### config.mk
export PLATFORM = sky130hd
export DESIGN_NAME = casc_id_unit
export DESIGN_NICKNAME = d
export VERILOG_FILES = /design/src/rtl/casc_pkg.sv /design/src/rtl/casc_id_reg.sv /design/src/rtl/casc_master_drv.sv /design/src/rtl/casc_slave_cmp.sv /design/src/rtl/casc_id_unit.sv
export SDC_FILE = /design/constraint.sdc
export NUM_CORES = 1
export LEC_CHECK = 0
export CELL_PAD_IN_SITES_DETAIL_PLACEMENT = 1
export CELL_PAD_IN_SITES_GLOBAL_PLACEMENT = 1
export CORE_AREA = 5 5 50 52
export CTS_CLUSTER_SIZE = 20
export DETAILED_ROUTE_END_ITERATION = 12
export DIE_AREA = 0 0 55 57
export PLACE_DENSITY_LB_ADDON = 0.1
export SETUP_SLACK_MARGIN = 0.1
export SLEW_MARGIN = 20
export SYNTH_ARGS = -nofsm -noshare
export SYNTH_HDL_FRONTEND = slang
export SYNTH_SLANG_ARGS = --single-unit
### constraint.sdc
create_clock -name clk_i -period 1.85 [get_ports clk_i]
set_clock_uncertainty 0.1 [all_clocks]
set_input_delay 0.37 -clock clk_i [delete_from_list [all_inputs] [get_ports clk_i]]
set_output_delay 0.37 -clock clk_i [all_outputs]
set_load 0.01 [all_outputs]
### src/rtl/casc_pkg.sv
package casc_pkg;
  typedef enum logic {
    ROLE_SLAVE  = 1'b0,
    ROLE_MASTER = 1'b1
  } casc_role_e;

  typedef struct packed {
    logic       active;
    logic       cascaded;
    logic [2:0] level;
  } casc_seq_t;
endpackage

### src/rtl/casc_id_reg.sv
module casc_id_reg #(
  parameter int ID_W = 3
) (
  input  logic            clk_i,
  input  logic            rst_ni,
  input  logic            wr_i,
  input  logic [ID_W-1:0] wdata_i,
  output logic [ID_W-1:0] id_o
);
  logic [ID_W-1:0] id_q;

  always_ff @(posedge clk_i or negedge rst_ni) begin
    if (!rst_ni)   id_q <= '0;
    else if (wr_i) id_q <= wdata_i;
  end

  assign id_o = id_q;

  assert_id_load_R8: assert property (@(posedge clk_i) disable iff (!rst_ni)
    wr_i |=> id_o == $past(wdata_i));
  assert_id_hold_R8: assert property (@(posedge clk_i) disable iff (!rst_ni)
    !wr_i |=> $stable(id_o));
endmodule

### src/rtl/casc_master_drv.sv
module casc_master_drv
  import casc_pkg::*;
#(
  parameter int LEVELS = 8,
  localparam int ID_W = $clog2(LEVELS)
) (
  input  logic              clk_i,
  input  logic              rst_ni,
  input  logic              en_i,
  input  logic              ack_first_i,
  input  logic              ack_last_i,
  input  logic              req_valid_i,
  input  logic [ID_W-1:0]   win_level_i,
  input  logic [LEVELS-1:0] slave_mask_i,
  output logic              drv_oe_o,
  output logic [ID_W-1:0]   drv_id_o,
  output logic              own_vec_o
);
  localparam logic [ID_W-1:0] SPUR_LEVEL = ID_W'(LEVELS - 1);

  logic [ID_W-1:0] pick_level;
  logic            pick_casc;
  logic            active_q, casc_q;
  logic [ID_W-1:0] level_q;

  // spurious acknowledge looks like the lowest-priority level
  assign pick_level = req_valid_i ? win_level_i : SPUR_LEVEL;

  always_comb begin
    pick_casc = 1'b0;
    for (int i = 0; i < LEVELS; i++)
      if (pick_level == ID_W'(i)) pick_casc = slave_mask_i[i];
  end

  always_ff @(posedge clk_i or negedge rst_ni) begin
    if (!rst_ni) begin
      active_q <= 1'b0;
      casc_q   <= 1'b0;
      level_q  <= '0;
    end else if (ack_last_i) begin
      active_q <= 1'b0;
      casc_q   <= 1'b0;
    end else if (ack_first_i && en_i) begin
      active_q <= 1'b1;
      casc_q   <= pick_casc;
      level_q  <= pick_level;
    end
  end

  assign drv_oe_o  = active_q & casc_q;
  assign drv_id_o  = drv_oe_o ? level_q : '0;
  assign own_vec_o = active_q & ~casc_q;

  assert_oe_vec_excl_R3: assert property (@(posedge clk_i) disable iff (!rst_ni)
    !(drv_oe_o && own_vec_o));
  assert_release_R5: assert property (@(posedge clk_i) disable iff (!rst_ni)
    ack_last_i |=> !drv_oe_o && !own_vec_o && drv_id_o == '0);
  assert_hold_R5: assert property (@(posedge clk_i) disable iff (!rst_ni)
    (!ack_last_i && !ack_first_i) |=> $stable(drv_id_o) && $stable(drv_oe_o) && $stable(own_vec_o));
  assert_spurious_R4: assert property (@(posedge clk_i) disable iff (!rst_ni)
    (en_i && ack_first_i && !ack_last_i && !req_valid_i && slave_mask_i[LEVELS-1])
      |=> drv_oe_o && drv_id_o == SPUR_LEVEL);
endmodule

### src/rtl/casc_slave_cmp.sv
module casc_slave_cmp #(
  parameter int ID_W = 3
) (
  input  logic            clk_i,
  input  logic            rst_ni,
  input  logic            en_i,
  input  logic            ack_first_i,
  input  logic            ack_last_i,
  input  logic [ID_W-1:0] cas_i,
  input  logic [ID_W-1:0] id_i,
  output logic            sel_o
);
  logic sel_q;

  always_ff @(posedge clk_i or negedge rst_ni) begin
    if (!rst_ni)                  sel_q <= 1'b0;
    else if (ack_last_i)          sel_q <= 1'b0;
    else if (ack_first_i && en_i) sel_q <= (cas_i == id_i);
  end

  assign sel_o = sel_q;

  assert_sel_clear_R7: assert property (@(posedge clk_i) disable iff (!rst_ni)
    ack_last_i |=> !sel_o);
  assert_sel_rise_R7: assert property (@(posedge clk_i) disable iff (!rst_ni)
    $rose(sel_o) |-> $past(ack_first_i) && $past(cas_i) == $past(id_i));
endmodule

### src/rtl/casc_id_unit.sv
module casc_id_unit
  import casc_pkg::*;
#(
  parameter int LEVELS = 8,
  localparam int ID_W = $clog2(LEVELS)
) (
  input  logic              clk_i,
  input  logic              rst_ni,
  input  logic              master_i,
  input  logic              id_wr_i,
  input  logic [ID_W-1:0]   id_wdata_i,
  input  logic [LEVELS-1:0] slave_mask_i,
  input  logic              req_valid_i,
  input  logic [ID_W-1:0]   win_level_i,
  input  logic              ack_first_i,
  input  logic              ack_last_i,
  input  logic [ID_W-1:0]   cas_i,
  output logic [ID_W-1:0]   cas_o,
  output logic              cas_oe_o,
  output logic              slave_sel_o,
  output logic              master_vec_o
);
  casc_role_e      role;
  logic            is_master;
  logic [ID_W-1:0] slv_id;
  logic            m_oe, m_vec, s_sel;
  logic [ID_W-1:0] m_id;

  assign role      = casc_role_e'(master_i);
  assign is_master = (role == ROLE_MASTER);

  casc_id_reg #(.ID_W(ID_W)) u_id (
    .clk_i, .rst_ni,
    .wr_i   (id_wr_i),
    .wdata_i(id_wdata_i),
    .id_o   (slv_id)
  );

  casc_master_drv #(.LEVELS(LEVELS)) u_mst (
    .clk_i, .rst_ni,
    .en_i        (is_master),
    .ack_first_i,
    .ack_last_i,
    .req_valid_i,
    .win_level_i,
    .slave_mask_i,
    .drv_oe_o    (m_oe),
    .drv_id_o    (m_id),
    .own_vec_o   (m_vec)
  );

  casc_slave_cmp #(.ID_W(ID_W)) u_slv (
    .clk_i, .rst_ni,
    .en_i       (!is_master),
    .ack_first_i,
    .ack_last_i,
    .cas_i,
    .id_i       (slv_id),
    .sel_o      (s_sel)
  );

  assign cas_oe_o     = is_master & m_oe;
  assign cas_o        = is_master ? m_id : '0;
  assign master_vec_o = is_master & m_vec;
  assign slave_sel_o  = !is_master & s_sel;

  assert_slave_no_drive_R6: assert property (@(posedge clk_i) disable iff (!rst_ni)
    !master_i |-> !cas_oe_o && cas_o == '0 && !master_vec_o);
  assert_master_no_sel_R9: assert property (@(posedge clk_i) disable iff (!rst_ni)
    master_i |-> !slave_sel_o);
  assert_both_strobes_R10: assert property (@(posedge clk_i) disable iff (!rst_ni)
    (ack_first_i && ack_last_i) |=> !cas_oe_o && !slave_sel_o && !master_vec_o);
  always_comb begin
    if (!rst_ni) begin
      assert_reset_quiet_R1: assert (!cas_oe_o && !slave_sel_o && !master_vec_o);
    end
  end
endmodule

# Yosys cells after proc, flatten, opt, wreduce, memory -nomap -nowiden
# Cells that the tools add are included.
[classes]
eq_ne = 8
n_mux = 17
n_bitwise = 7
reduce_logical = 7
[op_table]
columns = ["operator", "n"]
rows = [
  ["$mux W1", 14],
  ["$eq A3 B3 Y1 const B", 4],
  ["$mux W3", 3],
  ["$eq A3 B2 Y1 const B", 2],
  ["$and A1 B1 Y1", 5],
  ["$reduce_bool A2 Y1", 2],
  ["$eq A3 B1 Y1 const B", 1],
  ["$eq A3 B3 Y1", 1],
  ["$logic_not A3 Y1", 1],
  ["$logic_and A1 B1 Y1", 2],
  ["$not A1 Y1", 2],
  ["$reduce_and A2 Y1", 1],
  ["$logic_not A1 Y1", 1],
]
[totals]
regBits = 9
input_bits = 24
output_inout_bits = 6
word_cells = 44

# Logic depth before layout (Yosys ltp)
[depth]
depth_word = 12
mapped_depth = 3
ltp_nobuf = 3

# Hierarchy
# A second synthesis with hierarchy kept.
[unflattened]
hier_cells = 56
hier_area_um2 = 546.8
[modules_own_cells]
columns = ["mod", "instances", "cells_each", "area_per_inst_um2", "seq_area_each_um2"]
rows = [
  ["casc_master_drv", 1, 35, 325.3, 125.1],
  ["casc_id_reg", 1, 6, 108.9, 75.1],
  ["casc_slave_cmp", 1, 8, 71.3, 25.0],
  ["casc_id_unit", 1, 7, 41.3, 0.0],
]

# Worst setup path before layout
# No wires, ideal clock.
[synth_timing]
path_kind = "input to register"
from = "input win_level_i[0]"
to = "register u_mst.casc_q"
setup_time_ps = 137
arrival_time_ps = 1227
required_ps = 1613
setup_slack_ps = 386
stages = 3
path_buffers = 0
path_cell_list = "mux4_2 -> a221oi_2 -> a2111oi_2"
[synth_between]
elab_chain_cells = 12
elab_cells_between_ends = 19
classes_between = "eq/ne (7); mux (11); reduce/logical (1)"
[synth_rtl]
columns = ["item", "line_no", "rtl"]
rows = [
  ["start: declaration", "casc_id_unit.sv:14", "input logic [ID_W-1:0] win_level_i,"],
  ["$mux W3 *", "casc_master_drv.sv:27", "assign pick_level = req_valid_i ? win_level_i : SPUR_LEVEL;"],
  ["$logic_not A3 Y1", "casc_master_drv.sv:32", "if (pick_level == ID_W'(i)) pick_casc = slave_mask_i[i];"],
  ["$mux W1 (7 in series)", "casc_master_drv.sv:32", ""],
  ["$mux W1 *", "casc_master_drv.sv:32", ""],
  ["$mux W1 *", "casc_master_drv.sv:43", "end else if (ack_first_i && en_i) begin"],
  ["$mux W1 *", "casc_master_drv.sv:40", "end else if (ack_last_i) begin"],
  ["end signal: assignment", "casc_master_drv.sv:45", "casc_q <= pick_casc;"],
  ["end: declaration", "casc_master_drv.sv:23", "logic active_q, casc_q;"],
]
# Every way passes the cells marked *; elsewhere a longest branch is shown, timed or not. The select of a mux whose other input is x is not followed.
# A chain may end at the register's enable or synchronous reset.

# Worst setup path in the final report
[layout_timing]
from = "register u_mst.active_q"
to = "output cas_o[1]"
[layout_between]
elab_chain_cells = 3
[layout_rtl]
columns = ["item", "line_no", "rtl"]
rows = [
  ["start: declaration", "casc_master_drv.sv:23", ""],
  ["start signal: assignment", "casc_master_drv.sv:37", "active_q <= 1'b0;"],
  ["start signal: assignment", "casc_master_drv.sv:41", "active_q <= 1'b0;"],
  ["start signal: assignment", "casc_master_drv.sv:44", "active_q <= 1'b1;"],
  ["$and A1 B1 Y1", "casc_master_drv.sv:50", "assign drv_oe_o = active_q & casc_q;"],
  ["$mux W3", "casc_master_drv.sv:51", "assign drv_id_o = drv_oe_o ? level_q : '0;"],
  ["$mux W3", "casc_id_unit.sv:63", "assign cas_o = is_master ? m_id : '0;"],
  ["end: declaration", "casc_id_unit.sv:18", "output logic [ID_W-1:0] cas_o,"],
]
# No other way between the ends.

==> out/qor.csv <==
metric,value,unit
routed wl met3,51,um
Syn Std Cell Area,518,um^2
crit path cell chain,"and3_4, and2_1, clkdlybuf4s15_2",
power per standard cell area,568,nW/um^2
clock root cell,clkbuf_4,
"Clk Latency, worst-skew pair",250,ps
Tot GR Track Use,0.118,
Final Setup Violations,0,
crit path from,u_mst.active_q,
top-level port count,30,
maximum clock frequency,594,MHz
DR pass1 iterations,3,
critical path's slowest cell,dfrtp_1,
cts repair resizes,18,
Avg Inst Size Synth,10.2,um^2
Netlist cell types,22,
worst r2r path cells,4,
Vias,515,
cts hold-fix bufs,0,
"EDFF count, synth",0,
Max-cap violations,0,
vias in the first global route,594,
R2R Path End,u_mst.casc_q,
ys async rst share,1.00,
# rows,17,
RSZ-0062 raised after global routing,false,
H-tree Lvls,1,
Max clock buf depth,2,
"Reg clk slew, reported paths",60,ps
Initial DRC Count,4,
Wirelength per Cell,13.2,um
Yosys reg bits,9,
crit path launch type,flip-flop,
Static Leak,0.389,nW
WP depth,3,
worst r2r src,u_mst.casc_q,
Final GP Congestion,0.741,
Yosys warning count,0,
critical path's top delay family,flip-flops,
Slew headroom,0.728,
setup TNS,0,ps
Die Span Y,57,um
count of pins over their slew limit,0,
CTS tree,done,
Tcrit/Tclk final,0.911,
largest net degree at the start of global routing,10,
Bufs and invs on worst path,1,
critical path class,flip-flop to output port,
worst stage delay on the critical path,400,ps
Worst Hold Class,input port to asynchronous set/reset pin,
Setup crit end kind,output port,
CTS sink cnt,9,
Worst Max-Slew Pin Slew,406,ps
Total Power,510,uW
Highest Signal Layer,met3,
"Arr. time, crit path",1210,ps
ANT nets after route,0,
met2 routed WL,844,um
die width,55,um
DR DRC count,0,
Post-DP HPWL,1370,um
routed wire length,1540,um
P&R area growth vs syn,73.4,%
Vias/cell,4.40,
core area,2060,um^2
R2R setup slack,600,ps
Worst VDD drop,0.297,mV
port bufs,29,
post-CTS setup buffer count,0,
Worst Setup EP,cas_o[1],
"Hold Vio Cnt, Final",0,
post-synthesis cell count,51,
register area share after synthesis,0.435,
initial cell density of the core,0.251,
required time of the critical path,1380,ps
gr ovfl total,0,
CTS Buf Count,3,
Tmin final,1680,ps
syn_nets,75,
met1 WL,643,um
Crit Path Max Fanout,4,
die area,3140,um^2
status,finished clean,
Final #Nets,114,
first-pass GRT wire length,2650,um
layout cells sized above 1,0.213,
n_diodes,0,
ys flop type,dfrtp_1,
initial antenna violation count,0,
-- cell usage after synthesis (2+ instances only) --
cell type | instances | area (um^2)
mux2_2 | 4 | 45.0
inv_1 | 2 | 7.51
a21oi_1 | 3 | 15.0
nand2_1 | 5 | 18.8
xnor2_1 | 3 | 26.3
nor2_1 | 5 | 18.8
dfrtp_1 | 9 | 225
nor2b_1 | 2 | 12.5
and2_1 | 3 | 18.8
o21ai_0 | 3 | 15.0
-- through the flow --
step | worst slack [ps] | cells | utilization | hold slack, ps | area, um^2
2_1_floorplan | 386 | 51 | - | -25.6 | 518
5_1_grt | 107 | 117 | 0.435 | 326 | 898
4_1_cts | 157 | 117 | 0.435 | 317 | 898
3_3_place_gp | -386 | 113 | 0.427 | 377 | 881
6_report | 165 | 117 | 0.435 | 307 | 898
3_5_place_dp | -401 | 113 | 0.427 | 374 | 881
-- worst reg2reg max path: stages, from the launching register on --
cell       delay (ps)
dfrtp_1           380
buf_4             140
and2b_1           160
a221oi_2          240
a2111oi_2         100
-- cells in the final DEF, fill, tap and decap left out --
master,count
nor2_1,5
nand3_1,1
buf_4,5
clkdlybuf4s15_2,1
a211oi_1,1
nor2b_1,2
clkdlybuf4s50_1,21
nand2b_1,1
o21ai_0,3
nand2_1,5
and2_1,3
buf_2,2
or2b_1,1
a21oi_1,3
clkbuf_1,1
nand4_1,1
clkbuf_4,3
and3_4,1
a2111oi_2,1
nand3b_1,1
a221oi_2,1
and2b_1,1
inv_1,2
mux2_2,4
mux4_2,1
xnor2_1,3
clkdlybuf4s15_1,1
dlygate4sd2_1,4
dfrtp_1,9
o221ai_1,1
-- report_power, final --
group          switching (mW)  internal (mW)  leakage [nW]
logic                  0.0465         0.0823         0.263
registers              0.0118          0.218         0.112
clock network          0.0685         0.0831        0.0150
-- cell families (layout without fill, tap and decap cells) --
family	Yosys count	after routing	share of synthesized area
and+or+nand+nor	22	22	0.222
AOI/OAI and AO/OA	10	10	0.147
DFF	9	9	0.435
muxes	5	5	0.130
xor gates and xnor gates	3	3	0.0507
buffers and inverters	2	40	0.0145
-- layer usage --
| layer | track usage | vias up |
|---|---|---|
| met4 | 0.0521 | 0 |
| met3 | 0.0235 | 0 |
| met1 | 0.140 | 246 |
| met2 | 0.201 | 11 |
| li1 | - | 258 |
| met5 | 0 | - |
-- how the worst min path moves through the flow --
stage                                start          endpoint  slack (ps)  cells after the start
after floorplan                     rst_ni      u_id.id_o[0]         -30                      0
after global placement    u_mst.level_q[1]  u_mst.level_q[1]         380                      2
after detailed placement  u_mst.level_q[1]  u_mst.level_q[1]         370                      2
after CTS                           rst_ni  u_mst.level_q[0]         320                      1
after global routing                rst_ni  u_mst.level_q[2]         330                      1
final                               rst_ni  u_mst.level_q[1]         310                      1
-- registers in the layout, indices dropped and copies added (netlist names) --
register / cells
u_mst.level_q: 3
u_mst.casc_q: 1
u_slv.sel_o: 1
u_id.id_o: 3
u_mst.active_q: 1
-- layout make-up --
cell class                      count  area, um^2
Inverter                            2        7.51
Timing Repair Buffer               34         314
Multi-Input combinational cell     40         290
Clock buffer                        4        26.3
Fill cell                         256        1160
Tap cell                           28        35.0
Sequential cell                     9         225
No activity file was read; power rests on OpenSTA's default activity.
